**src/rtl/gel_pkg.sv**
```systemverilog
package gel_pkg;
  typedef struct packed {
    logic startOn;
    logic startOff;
  } linkStrobeT;
endpackage

```
**src/rtl/gel_ctrl.sv**
```systemverilog
module gel_ctrl
  import gel_pkg::*;
(
  input  logic       clk,
  input  logic       rstN,
  input  logic       cmdIn,
  input  logic       disableIn,
  input  logic       lineIdle,
  input  logic       lastBeat,
  input  logic       onActive,
  output linkStrobeT strobe
);
  logic sentState;
  logic prevDis;
  logic forcePend;
  logic wantOn;
  logic disRise;
  logic forceNow;
  logic canStart;
  logic canForce;

  assign wantOn   = cmdIn & ~disableIn;
  assign disRise  = disableIn & ~prevDis;
  assign forceNow = forcePend | disRise;
  assign canStart = lineIdle | lastBeat;
  // a forced clear may chain directly after a set pulse, never onto a clear pulse
  assign canForce = lineIdle | (lastBeat & onActive);

  always_comb begin
    strobe = '0;
    if (forceNow) begin
      strobe.startOff = canForce;
    end else if (canStart && (sentState != wantOn)) begin
      strobe.startOn  = wantOn;
      strobe.startOff = ~wantOn;
    end
  end

  always_ff @(posedge clk) begin
    if (!rstN) begin
      sentState <= 1'b0;
      prevDis   <= 1'b0;
      forcePend <= 1'b0;
    end else begin
      prevDis   <= disableIn;
      forcePend <= forceNow & ~strobe.startOff;
      if (strobe.startOff)     sentState <= 1'b0;
      else if (strobe.startOn) sentState <= 1'b1;
    end
  end
endmodule

```
**src/rtl/gel_datapath.sv**
```systemverilog
module gel_datapath
  import gel_pkg::*;
#(
  parameter int PULSE_CYCLES = 4
) (
  input  logic       clk,
  input  logic       rstN,
  input  linkStrobeT strobe,
  output logic       onLine,
  output logic       offLine,
  output logic       gateQ,
  output logic       lineIdle,
  output logic       lastBeat
);
  localparam int CNT_W = (PULSE_CYCLES > 1) ? $clog2(PULSE_CYCLES) : 1;
  localparam logic [CNT_W-1:0] CNT_LOAD = CNT_W'(PULSE_CYCLES - 1);

  logic [CNT_W-1:0] beatCnt;
  logic             active;

  assign active   = onLine | offLine;
  assign lineIdle = ~active;
  assign lastBeat = active & (beatCnt == '0);

  always_ff @(posedge clk) begin
    if (!rstN) begin
      onLine  <= 1'b0;
      offLine <= 1'b0;
      beatCnt <= '0;
    end else if (strobe.startOn || strobe.startOff) begin
      onLine  <= strobe.startOn;
      offLine <= strobe.startOff;
      beatCnt <= CNT_LOAD;
    end else if (lastBeat) begin
      onLine  <= 1'b0;
      offLine <= 1'b0;
    end else if (active) begin
      beatCnt <= beatCnt - 1'b1;
    end
  end

  // receiver side: set/clear latch
  always_ff @(posedge clk) begin
    if (!rstN)        gateQ <= 1'b0;
    else if (onLine)  gateQ <= 1'b1;
    else if (offLine) gateQ <= 1'b0;
  end
endmodule

```
**src/rtl/gateEventLink.sv**
```systemverilog
module gateEventLink
  import gel_pkg::*;
#(
  parameter int PULSE_CYCLES = 4
) (
  input  logic clk,
  input  logic rstN,
  input  logic cmdIn,
  input  logic disableIn,
  output logic onPulse,
  output logic offPulse,
  output logic gateHeld
);
  linkStrobeT strobe;
  logic lineIdle;
  logic lastBeat;

  gel_ctrl uCtrl (
    .clk(clk), .rstN(rstN), .cmdIn(cmdIn), .disableIn(disableIn),
    .lineIdle(lineIdle), .lastBeat(lastBeat), .onActive(onPulse),
    .strobe(strobe)
  );

  gel_datapath #(.PULSE_CYCLES(PULSE_CYCLES)) uData (
    .clk(clk), .rstN(rstN), .strobe(strobe),
    .onLine(onPulse), .offLine(offPulse), .gateQ(gateHeld),
    .lineIdle(lineIdle), .lastBeat(lastBeat)
  );
endmodule

```
**config.mk**
```make
export PLATFORM = sky130hd
export DESIGN_NAME = gateEventLink
export DESIGN_NICKNAME = d
export VERILOG_FILES = /design/src/rtl/gel_pkg.sv /design/src/rtl/gel_ctrl.sv /design/src/rtl/gel_datapath.sv /design/src/rtl/gateEventLink.sv
export SDC_FILE = /design/constraint.sdc
export NUM_CORES = 1
export LEC_CHECK = 0
export ABC_AREA = 1
export CAP_MARGIN = 20
export CELL_PAD_IN_SITES_DETAIL_PLACEMENT = 0
export CELL_PAD_IN_SITES_GLOBAL_PLACEMENT = 2
export CORE_MARGIN = 3
export CORE_UTILIZATION = 29
export CTS_CLUSTER_DIAMETER = 40
export DETAILED_ROUTE_END_ITERATION = 12
export PLACE_DENSITY_LB_ADDON = 0.1
export SLEW_MARGIN = 20
export SYNTH_ARGS = -nofsm -noshare
export SYNTH_HDL_FRONTEND = slang
export SYNTH_SLANG_ARGS = --single-unit
```
**constraint.sdc**
```tcl
create_clock -name clk -period 1.8 [get_ports clk]
set_input_delay 0.18 -clock clk [delete_from_list [all_inputs] [get_ports clk]]
set_output_delay 0.18 -clock clk [all_outputs]
set_load 0.02 [all_outputs]
```
==> metrics <==
status complete, no violations; filler cell count 150; Initial DRT Pass Iterations 4; Register Area 160 um2; FP Rows 13; Yosys top cell area share 0.383; worst endpoint required time 1.62 ns; dominant cells by area after synthesis dfxtp_1, nand2_1, inv_1, nand2_4, nor2_1; leakage power 0.242 nW; die width 44.0 um; synthesized net count 60; Comb power frac 0.346; Synth Register Bits 8; antenna cell count 0; Hold Path Class reg2reg; sequential-to-total area share from yosys stat 0.383; unrepaired setup endpoints after global routing false; slowest CP cell clkdlybuf4s50_1; share of cells above drive strength 1 0.266; die area 1930 um2; Detailed Route WL 707 um; GR Overflow Total 0; Routability Congestion 0.665; CTS tree built; cell family with most CP delay buffers and inverters; Final Max Slew Viols 0; fin util 0.389; Initial DRC Count 3; Slew @ Worst Pin 0.217 ns; H-tree depth 1; initial core utilization 0.313; Area Growth Syn to Fin 24.3%; Die H 44.0 um; Max Clock Freq 686 MHz; IO Port Bufs 6; setup bufs post-CTS 0; Reg clk slew, reported paths 0.06 ns; Detail Placement HPWL 582 um; kind of critical path reg2out; Via Count 334; vias in the first global route 301; TritonCTS buffer count 3; CP Launch Type register; # hold bufs at CTS 0; Final ANT Viol Nets 0; Clock Path Buffers 2; Mapped Cells 55; via/cell ratio 4.23; Clk Latency, worst-skew pair 0.25 ns; Clk pwr share 0.253; PD cells 1040 nW/um2; crit share post-route 0.809; CTS Root Cell clkbuf_4; CP max stage delay 0.63 ns; CTS Sinks 8; Final nets 71; Switching Share 0.345; Resize count post-CTS 0; most common cell after layout, fill and taps aside nand2_1; Crit path arrival time 1.28 ns; Worst setup EP type primary output; MaxCap Viol Count 0; Mapped Area 418 um2; area leader, netlist dfxtp_1; DR WL/cell 8.95 um; GRT Total Usage 0.0857; Worst Path Max Fanout 4; Worst slew margin 0.855; # IOs 7; syn_area_per_cell 7.60 um2; sequential share of power 0.401; Warnings, synthesis 0; Cell variety after synth 20; commonest non-fill, non-tap cells in the layout nand2_1, inv_1, dfxtp_1; core area 1330 um2; Multi-input gate area 198 um2; clock skew 0.00682 ns; final hold vios 0; Int Pwr 0.354 mW; Sw Pwr 0.186 mW; Worst VDD drop 0.000372 V; initial antenna violation count 0; Buf/Inv on CP 1; DRC viols 0; Setup TNS 0 ns; Final setup viols 0; global-route wire length before repair 1.19 mm; crit path cell chain clkdlybuf4s50_1; largest net degree at the start of global routing 5; crit path time final 1.46 ns
## final timing paths
check                                 startpoint  slack [ns]            end  cells past startpoint
worst max register to register  uData.beatCnt[0]        0.56  uData.offLine                     10
worst min register to register       uData.gateQ        0.46    uData.gateQ                      2
worst min-delay path                 uData.gateQ        0.46    uData.gateQ                      2
worst max-delay path                uData.onLine        0.34        onPulse                      1
## metrics by stage
step                area [um2]  total power, mW  hold WS, ns  setup WS [ns]  cells
finish                     519            0.539        0.458          0.343     79
global route               519            0.579        0.474          0.324     79
CTS                        519            0.546        0.460          0.350     79
detailed placement         497            0.409        0.452          0.342     76
global placement           497            0.413        0.451          0.353     76
floorplan                  418            0.362        0.273          0.659     55
## flip-flops by register name (all words and copies together), names as in the netlist
name and count:
uCtrl.prevDis 1, uData.gateQ 1, uData.beatCnt 2, uCtrl.sentState 1, uData.offLine 1, uCtrl.forcePend 1
uData.onLine 1
## synthesized netlist by cell type
| cell | instances |
|---|---|
| o31ai_2 | 1 |
| nor2_4 | 1 |
| a31oi_1 | 1 |
| dfxtp_1 | 8 |
| ha_1 | 1 |
| nand4_1 | 1 |
| clkinv_4 | 1 |
| a41oi_1 | 1 |
| nand3_2 | 1 |
| a21oi_1 | 2 |
| nor2_1 | 5 |
| nor2_2 | 2 |
| nand2_1 | 11 |
| nand2_4 | 2 |
| inv_2 | 3 |
| nand2_2 | 1 |
| o21ai_0 | 2 |
| inv_1 | 9 |
| inv_4 | 1 |
| a21oi_2 | 1 |
## metal layers
metal / GRT usage / vias to the layer above / wire, um
met5: 0 / - / 0
li1: - / 192 / -
met2: 0.119 / 5 / 310
met4: 0.0542 / 0 / 0
met1: 0.114 / 137 / 364
met3: 0.0249 / 0 / 32
## power by group through the flow
stage	logic, mW	clock network [mW]	registers, mW
3_3_place_gp	0.192	0	0.221
5_1_grt	0.210	0.150	0.218
4_1_cts	0.191	0.139	0.216
6_report	0.187	0.136	0.216
2_1_floorplan	0.133	0	0.229
3_5_place_dp	0.189	0	0.220
## worst min-delay path, cell delays in order (launching register included)
cell     delay (ns)
dfxtp_1        0.30
nand2_1        0.06
a21oi_1        0.05
## cells by family after synthesis
group / count (synthesis) / synth area share
compound gates: 8 / 0.135
flops: 8 / 0.383
simple gates: 24 / 0.308
buf+inv: 14 / 0.144
fa+ha+maj: 1 / 0.0299
## final cells by class
cell class              count  area share
inverters                  14       0.116
clock buffers               3      0.0434
flip-flops and latches      8       0.308
multi-input cells          33       0.381
well taps                  15      0.0361
repair buffers              6       0.116
Note: power is estimated with default switching activity, not from simulation.
